[src/rtl/clkdiv_pkg.sv]
`timescale 1ns/1ps
package clkdiv_pkg;
   // Divide counter width: bit k-1 yields ratio 2^k, so 2^SEL_W - 1 bits.
   function automatic int cnt_width(input int sel_w);
      return (1 << sel_w) - 1;
   endfunction
endpackage

[src/rtl/cdiv_sel_sync.sv]
`timescale 1ns/1ps
module cdiv_sel_sync #(
   parameter int W      = 3,
   parameter int STAGES = 2
) (
   input  logic         clk,
   input  logic         rst_n,
   input  logic [W-1:0] d_async,
   output logic [W-1:0] d_sync
);
   logic [STAGES-1:0][W-1:0] chain_q;

   generate
      if (STAGES < 2) begin : g_bad_stages
         $error("cdiv_sel_sync: STAGES must be at least 2");
      end
   endgenerate

   always_ff @(posedge clk or negedge rst_n) begin
      if (!rst_n) chain_q <= '0;
      else        chain_q <= {chain_q[STAGES-2:0], d_async};
   end

   assign d_sync = chain_q[STAGES-1];
endmodule

[src/rtl/cdiv_startup.sv]
`timescale 1ns/1ps
module cdiv_startup #(
   parameter int CYC = 16
) (
   input  logic clk,
   input  logic rst_n,
   output logic live
);
   localparam int CW = $clog2(CYC + 1);
   logic [CW-1:0] tick_q;
   logic          live_q;

   always_ff @(posedge clk or negedge rst_n) begin
      if (!rst_n) begin
         tick_q <= '0;
         live_q <= 1'b0;
      end else if (!live_q) begin
         if (tick_q == CW'(CYC - 1)) live_q <= 1'b1;
         else                        tick_q <= tick_q + 1'b1;
      end
   end

   assign live = live_q;

   AST_LIVE_STICKY: assert property (@(posedge clk) disable iff (!rst_n)
      live_q |=> live_q);
endmodule

[src/rtl/cdiv_seq.sv]
`timescale 1ns/1ps
module cdiv_seq #(
   parameter int SEL_W = 3
) (
   input  logic             clk,
   input  logic             rst_n,
   input  logic             live,
   input  logic [SEL_W-1:0] sel_s,
   output logic             div_q,
   output logic             full_req
);
   localparam int CNT_W = clkdiv_pkg::cnt_width(SEL_W);

   logic [CNT_W-1:0] cnt_q, cnt_inc, low_mask, tap_mask;
   logic [SEL_W-1:0] cur_k_q;
   logic             running_q, full_req_q, div_r;
   logic             at_bound, commit, div_nxt;

   // Masks selected by the active exponent: low bits that close a period,
   // and the single tap bit that forms the divided output.
   generate
      for (genvar i = 0; i < CNT_W; i++) begin : g_mask
         assign low_mask[i] = (int'(cur_k_q) > i);
         assign tap_mask[i] = (int'(cur_k_q) == i + 1);
      end
   endgenerate

   assign cnt_inc  = cnt_q + 1'b1;
   assign at_bound = ((cnt_q & low_mask) == low_mask);
   assign div_nxt  = |(cnt_inc & tap_mask);
   assign commit   = running_q ? ((sel_s != cur_k_q) && at_bound) : live;

   always_ff @(posedge clk or negedge rst_n) begin
      if (!rst_n) begin
         cnt_q      <= '0;
         cur_k_q    <= '0;
         running_q  <= 1'b0;
         div_r      <= 1'b0;
         full_req_q <= 1'b0;
      end else if (commit) begin
         cnt_q      <= '0;
         cur_k_q    <= sel_s;
         running_q  <= 1'b1;
         div_r      <= 1'b0;
         full_req_q <= (sel_s == '0);
      end else if (running_q) begin
         cnt_q      <= cnt_inc;
         div_r      <= div_nxt;
         full_req_q <= (cur_k_q == '0);
      end
   end

   assign div_q    = div_r;
   assign full_req = full_req_q;

   AST_IDLE_LOW: assert property (@(posedge clk) disable iff (!rst_n)
      !running_q |-> (!div_r && !full_req_q));
   AST_NO_DIV_AT_FULL: assert property (@(posedge clk) disable iff (!rst_n)
      (running_q && cur_k_q == '0) |-> !div_r);
   AST_SWITCH_AT_LOW: assert property (@(posedge clk) disable iff (!rst_n)
      (running_q && $past(running_q) && cur_k_q != $past(cur_k_q)) |-> !div_r);
   AST_HALVE_TOGGLES: assert property (@(posedge clk) disable iff (!rst_n)
      (running_q && $past(running_q) && cur_k_q == 1 && $past(cur_k_q) == 1)
      |-> (div_r != $past(div_r)));
endmodule

[src/rtl/cdiv_out_gate.sv]
`timescale 1ns/1ps
module cdiv_out_gate (
   input  logic clk,
   input  logic rst_n,
   input  logic full_req,
   input  logic div_q,
   output logic clk_out
);
   logic en_full_q;

   // Enable of the full-rate path changes only while the master clock is low.
   always_ff @(negedge clk or negedge rst_n) begin
      if (!rst_n) en_full_q <= 1'b0;
      else        en_full_q <= full_req;
   end

   assign clk_out = (clk & en_full_q) | div_q;

   AST_PATHS_EXCLUSIVE: assert property (@(posedge clk) disable iff (!rst_n)
      en_full_q |-> !div_q);
endmodule

[src/rtl/pow2_clk_div.sv]
`timescale 1ns/1ps
module pow2_clk_div #(
   parameter int SEL_W       = 3,
   parameter int SYNC_STAGES = 2,
   parameter int STARTUP_CYC = 16
) (
   input  logic             clk_mst,
   input  logic             rst_mst_n,
   input  logic [SEL_W-1:0] div_sel,
   output logic             clk_out
);
   logic [SEL_W-1:0] sel_s;
   logic             live, div_q, full_req;

   generate
      if (SEL_W < 1 || SEL_W > 5) begin : g_bad_sel_w
         $error("pow2_clk_div: SEL_W must lie in 1..5");
      end
      if (STARTUP_CYC < 1) begin : g_bad_startup
         $error("pow2_clk_div: STARTUP_CYC must be at least 1");
      end
   endgenerate

   cdiv_sel_sync #(.W(SEL_W), .STAGES(SYNC_STAGES)) u_sync (
      .clk(clk_mst), .rst_n(rst_mst_n), .d_async(div_sel), .d_sync(sel_s));

   cdiv_startup #(.CYC(STARTUP_CYC)) u_start (
      .clk(clk_mst), .rst_n(rst_mst_n), .live(live));

   cdiv_seq #(.SEL_W(SEL_W)) u_seq (
      .clk(clk_mst), .rst_n(rst_mst_n), .live(live), .sel_s(sel_s),
      .div_q(div_q), .full_req(full_req));

   cdiv_out_gate u_gate (
      .clk(clk_mst), .rst_n(rst_mst_n), .full_req(full_req),
      .div_q(div_q), .clk_out(clk_out));
endmodule

[config.mk]
export PLATFORM = sky130hd
export DESIGN_NAME = pow2_clk_div
export DESIGN_NICKNAME = d
export VERILOG_FILES = /design/src/rtl/clkdiv_pkg.sv /design/src/rtl/cdiv_sel_sync.sv /design/src/rtl/cdiv_startup.sv /design/src/rtl/cdiv_seq.sv /design/src/rtl/cdiv_out_gate.sv /design/src/rtl/pow2_clk_div.sv
export SDC_FILE = /design/constraint.sdc
export NUM_CORES = 1
export LEC_CHECK = 0
export CORE_MARGIN = 2
export CORE_UTILIZATION = 35
export DETAILED_ROUTE_END_ITERATION = 7
export GPL_ROUTABILITY_DRIVEN = 0
export PLACE_DENSITY = 0.61
export SYNTH_ARGS = -nofsm -noshare
export SYNTH_HDL_FRONTEND = slang
export SYNTH_SLANG_ARGS = --single-unit
[constraint.sdc]
create_clock -name clk_mst -period 2 [get_ports clk_mst]
set_clock_uncertainty 0.15 [all_clocks]
set_input_delay 0.4 -clock clk_mst [delete_from_list [all_inputs] [get_ports clk_mst]]
set_output_delay 0.4 -clock clk_mst [all_outputs]
set_load 0.03 [all_outputs]
==> flow_summary.ini <==
[setup_path]
worstPathMaxFanout = 1
r2r-start = u_seq.cur_k_q[1]$_DFFE_PN0P_
ff2ff_setup_slack_ps = 80
arrival_ps = 2080
critical_path.top_delay_family = flip-flops
worstSetupPathType = reg -> out
critPathMaxStageDelay_ps = 340
crit_slowest_cell = dfrtn_1
timing.rr.end = u_seq.cur_k_q[0]$_DFFE_PN0P_
cp_cell_sequence = a21o_4 -> buf_6
ff2ff_path_depth = 5
crit_required_ps = 1450
worstSetupStartpoint = u_gate.en_full_q$_DFF_NN0_
path_buf_inv = 1
start_kind = flip-flop
crit_path_end_kind = output port

[drt]
post_drt_wl_per_cell_um = 14.5
wl_mm = 2.69
dr.pass1.iters = 4
vias = 984
ant_nets = 0
route.detailed.drc = 0
drt_iter0_markers = 34
via_per_inst = 5.29

[logic_synthesis]
ys_types = 40
synth.net_count = 129
synth.area.top_cells = dfrtp_1 48%, xnor2_1 5.4%, nand2_1 3.7%, mux2_4 3.4%, ha_1 2.9%
ys_seq_area_frac = 0.498
synthAdderAreaFrac = 0.0287
synth_mux_area_frac = 0.0508
synth-seq-cells = 26
yosysMostFrequentCell = dfrtp_1
synth_top_area_frac = 0.479
synthTopCellsByCount = 25 x dfrtp_1, 13 x nand2_1, 9 x nor2_1
synth_area_um2 = 1310
synth_warnings = 0
synth_top_area_cell = dfrtp_1
synthArstFlopShare = 1.00
synth_edf_count = 0
synth_xor_area_frac = 0.0670
synth_top_family_by_area = compound AO/OA/AOI/OAI gates
synth.avg_cell_area_um2 = 10.8
synth_flop_cell = dfrtp_1
synth_compound_area_frac = 0.179
synthSimpleGateAreaFrac = 0.144
syn_inst = 121

[clock_network]
cts_tree = yes
clk_pin_slew_worst_paths_ps = 90
clk_latency_ps = 380
postCtsSetupBuffers = 0

[floorplan]
coreArea_um2 = 3630
die_h_um = 65.1
start_util = 0.360
row_count = 22
chipWidth_um = 65.1
ioPinCount = 6
die_area_um2 = 4240

[run]
maxCapViolCount = 0

[finish]
register_area_um2 = 653
fin_nets = 147
area_growth_pct = 22.6
n_antenna_cell = 0
stdcell_area_um2 = 1600
num-fill-cells = 379
multi_input_area_um2 = 631
drive_gt1_frac = 0.225

[timing]
setup_slack_ps = -627
fin_setup_tns_ps = -627
setup_viol = 1
slew_headroom = 0.752
worstMarginPinSlew_ps = 370
finalHoldViolCount = 0
maxSlewViolCount = 0
rsz0062_at_grt = yes

[placement]
hpwl_mm = 1.95
postPlaceCellArea_um2 = 1480
port_buffers = 5

[power]
power_leakage_uw = 0.000670
powerDensity_nw_per_um2 = 1460
ir_drop_mv = 0.553

[worst_hold_path]
hold_end = u_sync.d_sync[2]$_DFF_PN0_
hp-class = reg -> reg
hp-start = u_sync.chain_q[2]$_DFF_PN0_
min_path_cells = 0

[global_route]
grt_use_total = 0.152
grt_max_degree = 26
antenna_found_initial = 0
grt_pass1_vias = 1090
grt_pass1_wl_mm = 4.86
grt.overflow.total = 0

[run_status]
status = complete, but fails checks
violations = negative setup slack
metrics by stage:
| stage | setup WS [ps] | std cells | total power (uW) | hold WS [ps] | utilization |
|---|---|---|---|---|---|
| 2_1_floorplan | -98.7 | 121 | 1430 | -45.6 | - |
| 3_3_place_gp | -677 | 179 | 1670 | 182 | 0.406 |
| 3_5_place_dp | -682 | 179 | 1690 | 189 | 0.406 |
| 4_1_cts | -634 | 186 | 2310 | 211 | 0.437 |
| 5_1_grt | -665 | 186 | 2500 | 223 | 0.441 |
| 6_report | -627 | 186 | 2340 | 208 | 0.441 |
area by class of cell:
type / count / area share
Clock buffer: 7 / 0.0586
Clock inverter: 1 / 0.0187
Inverter: 5 / 0.0117
Multi-Input combinational cell: 85 / 0.394
Sequential cell: 26 / 0.408
Tap cell: 48 / 0.0375
Timing Repair Buffer: 14 / 0.0719
layout by cell type (no fill, tap or decap), drive strengths merged, types with 3 or more instances in the layout:
| master | synthesis | final |
|---|---|---|
| ha | 3 | 3 |
| nor2 | 9 | 9 |
| clkdlybuf4s50 | 0 | 4 |
| inv | 5 | 5 |
| clkbuf | 1 | 6 |
| nand2 | 13 | 13 |
| a21oi | 3 | 3 |
| o21ai | 4 | 4 |
| a21o | 3 | 3 |
| mux2 | 4 | 4 |
| a22o | 3 | 3 |
| dfrtp | 25 | 25 |
| xnor2 | 8 | 8 |
| buf | 4 | 11 |
| o211ai | 4 | 4 |
| nand3 | 4 | 4 |
| nand2b | 3 | 3 |
state kept, by name, indices dropped and copies added, names as in the netlist:
register          cells
u_seq.cur_k_q         3
u_seq.running_q       1
u_seq.div_q           1
u_sync.chain_q        3
u_start.tick_q        5
u_sync.d_sync         3
u_seq.full_req        1
u_start.live          1
u_gate.en_full_q      1
u_seq.cnt_q           7
metal layers:
metal,part of all wire,track usage,up-vias
li1,-,-,462
met1,0.43,0.164,490
met2,0.51,0.264,22
met3,0.043,0.0582,10
met4,0.023,0.0703,0
met5,0,0,-
cells by family after synthesis:
logic type,Yosys count
buffers and inverters,10
adders and majority gates,3
muxes,5
DFF,26
xor gates and xnor gates,10
and+or+nand+nor,39
AOI/OAI and AO/OA,28
timing repair:
item	4_1_cts	5_1_grt
endpoints found under the setup margin	1	6
pin swaps	0	0
hold buffers	0	0
resized for setup	7	5
how the worst max path moves through the flow:
| stage | to | depth (start not counted) |
|---|---|---|
| after CTS | clk_out | 2 |
| after global placement | clk_out | 2 |
| after floorplan | clk_out | 1 |
| after detailed placement | clk_out | 2 |
| final | clk_out | 2 |
| after global routing | clk_out | 2 |
power breakdown:
part	internal (uW)	leakage [uW]	switching [uW]
Sequential	648	0.000301	122
Combinational	438	0.000299	453
Clock	437	0.0000708	245
(Power assumes the default switching activity.)
